<file path="src/rtl/glyph_render_pkg.sv">
package glyph_render_pkg;
  typedef enum logic [1:0] {
    CELL_DARK  = 2'b00,
    CELL_GLYPH = 2'b01,
    CELL_FULL  = 2'b10
  } cell_kind_e;

  typedef enum logic [1:0] {
    CUE_SOLID      = 2'd0,
    CUE_BLINK_CHAR = 2'd1,
    CUE_BLINK_FULL = 2'd2,
    CUE_ALTERNATE  = 2'd3
  } cue_mode_e;
endpackage

</file>
<file path="src/rtl/glyph_duty_gen.sv">
module glyph_duty_gen #(
  parameter int STEP_W = 2
) (
  input  logic       clk_i,
  input  logic       rst_ni,
  input  logic [1:0] level_i,
  output logic       duty_on_o,
  output logic       half_on_o
);
  localparam int CNT_W = STEP_W + 1;

  logic [CNT_W-1:0]  cnt_q;
  logic [STEP_W-1:0] step;

  always_ff @(posedge clk_i or negedge rst_ni) begin
    if (!rst_ni) cnt_q <= '0;
    else         cnt_q <= cnt_q + 1'b1;
  end

  assign step = cnt_q[STEP_W-1:0];

  always_comb begin
    unique case (level_i)
      2'd0:    duty_on_o = 1'b0;
      2'd1:    duty_on_o = (step == '0);
      2'd2:    duty_on_o = ~step[STEP_W-1];
      default: duty_on_o = 1'b1;
    endcase
  end

  // cursor gets only the first half of each frame
  assign half_on_o = duty_on_o & ~cnt_q[CNT_W-1];

  assert_full_always_on_R2: assert property (@(posedge clk_i) disable iff (!rst_ni)
    (level_i == 2'd3) |-> duty_on_o);
  assert_half_within_duty_R3: assert property (@(posedge clk_i) disable iff (!rst_ni)
    half_on_o |-> duty_on_o);
  assert_half_alternates_R3: assert property (@(posedge clk_i) disable iff (!rst_ni)
    (level_i == 2'd3 && $past(level_i) == 2'd3 && $past(half_on_o) && !half_on_o)
      |-> $past(cnt_q) == {1'b0, {STEP_W{1'b1}}});
endmodule

</file>
<file path="src/rtl/glyph_blink_timer.sv">
module glyph_blink_timer #(
  parameter int BLINK_HALF = 12_500_000
) (
  input  logic clk_i,
  input  logic rst_ni,
  input  logic sync_i,
  output logic visible_o
);
  localparam int CNT_W = $clog2(BLINK_HALF + 1);
  localparam logic [CNT_W-1:0] LAST = CNT_W'(BLINK_HALF - 1);

  logic [CNT_W-1:0] cnt_q;
  logic             vis_q;

  always_ff @(posedge clk_i or negedge rst_ni) begin
    if (!rst_ni) begin
      cnt_q <= '0;
      vis_q <= 1'b1;
    end else if (sync_i) begin
      cnt_q <= '0;
      vis_q <= 1'b1;
    end else if (cnt_q == LAST) begin
      cnt_q <= '0;
      vis_q <= ~vis_q;
    end else begin
      cnt_q <= cnt_q + 1'b1;
    end
  end

  assign visible_o = vis_q;

  assert_sync_restarts_R11: assert property (@(posedge clk_i) disable iff (!rst_ni)
    sync_i |=> (vis_q && cnt_q == '0));
  assert_phase_holds_R11: assert property (@(posedge clk_i) disable iff (!rst_ni)
    (!sync_i && cnt_q != LAST) |=> $stable(vis_q));
  assert_count_bounded_R11: assert property (@(posedge clk_i) disable iff (!rst_ni)
    cnt_q <= LAST);
endmodule

</file>
<file path="src/rtl/glyph_cell_resolver.sv">
module glyph_cell_resolver
  import glyph_render_pkg::*;
#(
  parameter int CODE_W = 7
) (
  input  logic              clk_i,
  input  logic              rst_ni,
  input  logic [1:0]        level_i,
  input  logic              lamp_test_i,
  input  logic              flash_all_i,
  input  logic              visible_i,
  input  logic              cue_en_i,
  input  logic [1:0]        cue_mode_i,
  input  logic              flag_i,
  input  logic              duty_on_i,
  input  logic              half_on_i,
  input  logic [CODE_W-1:0] code_i,
  output cell_kind_e        kind_o,
  output logic              lit_o,
  output logic [CODE_W-1:0] glyph_o
);
  cell_kind_e cue_kind;

  always_comb begin
    unique case (cue_mode_e'(cue_mode_i))
      CUE_SOLID:      cue_kind = CELL_FULL;
      CUE_BLINK_CHAR: cue_kind = visible_i ? CELL_GLYPH : CELL_DARK;
      CUE_BLINK_FULL: cue_kind = visible_i ? CELL_FULL  : CELL_DARK;
      default:        cue_kind = visible_i ? CELL_GLYPH : CELL_FULL;
    endcase
  end

  always_comb begin
    if (level_i == 2'd0)               kind_o = CELL_DARK;
    else if (lamp_test_i)              kind_o = CELL_FULL;
    else if (flash_all_i && !visible_i) kind_o = CELL_DARK;
    else if (cue_en_i && flag_i)       kind_o = cue_kind;
    else                               kind_o = CELL_GLYPH;
  end

  assign lit_o   = ((kind_o == CELL_GLYPH) && duty_on_i) || ((kind_o == CELL_FULL) && half_on_i);
  assign glyph_o = (kind_o == CELL_GLYPH) ? code_i : '0;

  assert_lamp_full_R4: assert property (@(posedge clk_i) disable iff (!rst_ni)
    (level_i != 2'd0 && lamp_test_i) |-> kind_o == CELL_FULL);
  assert_plain_glyph_R6: assert property (@(posedge clk_i) disable iff (!rst_ni)
    (level_i != 2'd0 && !lamp_test_i && !(flash_all_i && !visible_i) && !(cue_en_i && flag_i))
      |-> kind_o == CELL_GLYPH);
  assert_solid_cursor_R7: assert property (@(posedge clk_i) disable iff (!rst_ni)
    (level_i != 2'd0 && !lamp_test_i && !flash_all_i && cue_en_i && flag_i && cue_mode_i == 2'd0)
      |-> kind_o == CELL_FULL);
  assert_alternate_never_dark_R10: assert property (@(posedge clk_i) disable iff (!rst_ni)
    (level_i != 2'd0 && !flash_all_i && cue_en_i && flag_i && cue_mode_i == 2'd3)
      |-> kind_o != CELL_DARK);
  assert_index_masked_R13: assert property (@(posedge clk_i) disable iff (!rst_ni)
    (kind_o != CELL_GLYPH) |-> glyph_o == '0);
endmodule

</file>
<file path="src/rtl/glyph_render.sv">
module glyph_render
  import glyph_render_pkg::*;
#(
  parameter int NUM_CELLS  = 4,
  parameter int CODE_W     = 7,
  parameter int BLINK_HALF = 12_500_000
) (
  input  logic                        clk_i,
  input  logic                        rst_ni,
  input  logic                        blink_sync_i,
  input  logic [NUM_CELLS*CODE_W-1:0] char_code_i,
  input  logic [NUM_CELLS-1:0]        hilite_i,
  input  logic [1:0]                  level_i,
  input  logic                        cue_en_i,
  input  logic [1:0]                  cue_mode_i,
  input  logic                        flash_all_i,
  input  logic                        lamp_test_i,
  output logic [NUM_CELLS*2-1:0]      cell_kind_o,
  output logic [NUM_CELLS-1:0]        lit_o,
  output logic [NUM_CELLS*CODE_W-1:0] glyph_o
);
  logic duty_on, half_on, visible;

  glyph_duty_gen #(.STEP_W(2)) u_duty (
    .clk_i     (clk_i),
    .rst_ni    (rst_ni),
    .level_i   (level_i),
    .duty_on_o (duty_on),
    .half_on_o (half_on)
  );

  glyph_blink_timer #(.BLINK_HALF(BLINK_HALF)) u_blink (
    .clk_i     (clk_i),
    .rst_ni    (rst_ni),
    .sync_i    (blink_sync_i),
    .visible_o (visible)
  );

  for (genvar c = 0; c < NUM_CELLS; c++) begin : g_cell
    cell_kind_e kind;

    glyph_cell_resolver #(.CODE_W(CODE_W)) u_res (
      .clk_i       (clk_i),
      .rst_ni      (rst_ni),
      .level_i     (level_i),
      .lamp_test_i (lamp_test_i),
      .flash_all_i (flash_all_i),
      .visible_i   (visible),
      .cue_en_i    (cue_en_i),
      .cue_mode_i  (cue_mode_i),
      .flag_i      (hilite_i[c]),
      .duty_on_i   (duty_on),
      .half_on_i   (half_on),
      .code_i      (char_code_i[c*CODE_W +: CODE_W]),
      .kind_o      (kind),
      .lit_o       (lit_o[c]),
      .glyph_o     (glyph_o[c*CODE_W +: CODE_W])
    );

    assign cell_kind_o[c*2 +: 2] = kind;
  end

  assert_blank_all_dark_R1: assert property (@(posedge clk_i) disable iff (!rst_ni)
    (level_i == 2'd0) |-> (lit_o == '0 && cell_kind_o == '0));
  assert_flash_hides_R5: assert property (@(posedge clk_i) disable iff (!rst_ni)
    (level_i != 2'd0 && !lamp_test_i && flash_all_i && !visible) |-> cell_kind_o == '0);
  assert_one_kind_per_cell_R4: assert property (@(posedge clk_i) disable iff (!rst_ni)
    (lamp_test_i && level_i != 2'd0) |-> $countones(lit_o) == 0 || lit_o == '1);
endmodule

</file>
<file path="config.mk">
export PLATFORM = sky130hd
export DESIGN_NAME = glyph_render
export DESIGN_NICKNAME = d
export VERILOG_FILES = /design/src/rtl/glyph_render_pkg.sv /design/src/rtl/glyph_duty_gen.sv /design/src/rtl/glyph_blink_timer.sv /design/src/rtl/glyph_cell_resolver.sv /design/src/rtl/glyph_render.sv
export SDC_FILE = /design/constraint.sdc
export NUM_CORES = 1
export LEC_CHECK = 0
export ABC_CLOCK_PERIOD_IN_PS = 4000
export CORE_MARGIN = 4
export CORE_UTILIZATION = 40
export DETAILED_ROUTE_END_ITERATION = 10
export DONT_BUFFER_PORTS = 1
export SYNTH_ARGS = -nofsm -noshare
export SYNTH_HDL_FRONTEND = slang
export SYNTH_SLANG_ARGS = --single-unit
</file>
<file path="constraint.sdc">
create_clock -name clk_i -period 4 [get_ports clk_i]
set_input_delay 0.8 -clock clk_i [delete_from_list [all_inputs] [get_ports clk_i]]
set_output_delay 0.8 -clock clk_i [all_outputs]
set_load 0.01 [all_outputs]
</file>
==> flow_summary.ini <==
[outcome]
status = finished, final reports clean

[timing]
clock_skew_ns = 0.00779
fin_crit_sh = 0.704
max_freq_ghz = 0.355
fin_hold_ws_ns = 0.203
hold_viol = 0
tightest_slew_ns = 0.844
setup_viol = 0
maxSlewHeadroom = 0.436
grt_setup_unrepaired = no
drv_slew = 0
setup_tns_ns = 0
min_period_ns = 2.81
final.setup.worst_slack_ns = 1.19

[cts]
root_buffer = clkbuf_8
cts_buffer_depth = 2
cts_hold_buffers = 0
cts_tree = done
post_cts_buffers = 0
cts_max_level = 1
cts_resized = 0
clk_pin_slew_ns = 0.09
clock_sinks = 28
cts_made_buffers = 3
clk_latency_ns = 0.28

[global_routing]
antenna_found_initial = 0
grt_start_max_net_pins = 29
grtUsageTotal = 0.124
grt_pass1_vias = 1244
grt.overflow.total = 0
grt_pass1_wl_mm = 5.53

[synthesis]
synth-edff-count = 0
ys.flop_type = dfrtp_1
synth_area_leaders = dfrtp_1, and2_1, a21oi_1
synth_top_area_frac = 0.369
synth_warnings = 0
ys_seq_area_frac = 0.384
syn-instance-count = 207
synth_nets = 252
syn-cell-area_um2 = 1830
yosysMostFrequentCell = and2_1
synth_top_area_cell = dfrtp_1
postSynth.asyncResetShare = 1.00
yosys_register_bits = 28
synth.top_cells.by_count = and2_1, dfrtp_1, a21oi_1
synth.distinct_cells = 39
syn_area_per_cell_um2 = 8.84

[placement]
preCtsSetupSlack_ns = 1.19
dp_cells = 251
hpwl_mm = 2.89
io_buffer_count = 0
gp_congestion = 0.809

[floorplanning]
rows = 24
coreArea_um2 = 4380
dieArea_um2 = 5720
die_x_um = 75.6
start_util = 0.417
dieHeight_um = 75.6
ios = 82

[drt]
vias = 1449
finalWirelength_mm = 3.77
wl_per_cell_um = 14.8
drt_iter0_markers = 29
first_pass_iters = 4
drc = 0
avgViaCountPerCell = 5.68
postRouteAntennaNets = 0

[finish]
area_growth_syn_to_layout_pct = 3.15
layoutNonFillerInstCount = 255
nets = 249
nFillCells = 445
antennaDiodeCount = 0
layout-drive-gt1-share = 0.0936

[power_and_ir_drop]
irDropWorstVdd_mv = 0.157
powerDensity_nw_per_um2 = 276
p_leak_nw = 0.771

[flow_run]
drv_cap = 0

[setup_path]
startpoint_type = flip-flop
worstPathMaxFanout = 9
worstPathRequired_ns = 3.20
end_kind = primary output
critPathArrivalTime_ns = 2.01
path_class = flip-flop to primary output
reg2reg_depth = 6

[min_path]
hold_path_class = input port to async pin
==> layout by cell type, fill, tap and decap left out, drive strengths merged <==
cell    count
a21boi      1
nor3        5
or4         6
and4        3
nand2      11
nand3      11
o31ai       6
and2       29
o21a        1
or2         2
nor2       14
a21oi      20
clkbuf      4
and4b       1
a211o       1
dfstp       1
buf         2
and3        2
xnor2       3
ha          3
o31a        4
nand4       9
or3b        1
o21ai       9
dfrtp      27
nor4b       1
xor2        9
o21bai      1
nor4        1
inv         9
or3         6
==> metrics by stage <==
| step | cell area (um^2) | total power [mW] | util |
|---|---|---|---|
| 2_1_floorplan | 1830 | 0.348 | - |
| 3_5_place_dp | 1830 | 0.352 | 0.418 |
| 4_1_cts | 1890 | 0.529 | 0.430 |
| 5_1_grt | 1890 | 0.546 | 0.430 |
| 3_3_place_gp | 1830 | 0.352 | 0.418 |
| 6_report | 1890 | 0.520 | 0.430 |
==> cell families after synthesis <==
logic type | Yosys count | share of synthesized area
fa+ha+maj | 3 | 0.0205
xor+xnor | 12 | 0.0575
buf+inv | 19 | 0.0609
flops | 28 | 0.384
simple gates | 102 | 0.333
compound gates | 43 | 0.144
==> per-layer routing <==
layer  vias to the layer above  global-route usage  wire, um
li1                        723                   -         -
met2                        54               0.194      1720
met4                         0              0.0408        36
met1                       669               0.172      1660
met3                         3              0.0237       347
met5                         -                   0         0
==> sequential cells by signal, summed over array words and instances (netlist names) <==
register and cells:
u_blink.cnt_q 24, u_blink.visible_o 1, u_duty.cnt_q 3
==> report_power, final <==
part | internal (mW) | switching (mW)
Clock | 0.0882 | 0.0863
Sequential | 0.285 | 0.00235
Combinational | 0.0187 | 0.0390
==> critical path: stages, from the launching register on <==
cell     delay, ns
dfstp_2       0.57
inv_1         0.06
a211o_1       0.31
a21oi_1       0.51
o31a_1        0.29
==> cell type report <==
type	count	area, um^2	area share
clock buffer	4	55.1	0.0292
inverter	9	33.8	0.0179
multi-input combinational	160	1020	0.538
sequential	28	702	0.372
tap	52	65.1	0.0345
timing repair buffer	2	15.0	0.00796
==> final timing paths <==
path | startpoint | end | slack [ns]
max in group asynchronous | rst_ni | u_blink.visible_o | 3.61
hold / removal | rst_ni | u_blink.cnt_q[14] | 0.20
min in group clk_i | u_duty.cnt_q[0] | u_duty.cnt_q[0] | 0.45
setup / recovery | u_blink.visible_o | lit_o[3] | 1.19
hold reg to reg | u_duty.cnt_q[0] | u_duty.cnt_q[0] | 0.45
setup reg to reg | u_blink.cnt_q[0] | u_blink.cnt_q[23] | 1.75
No activity file was read; power rests on OpenSTA's default activity.
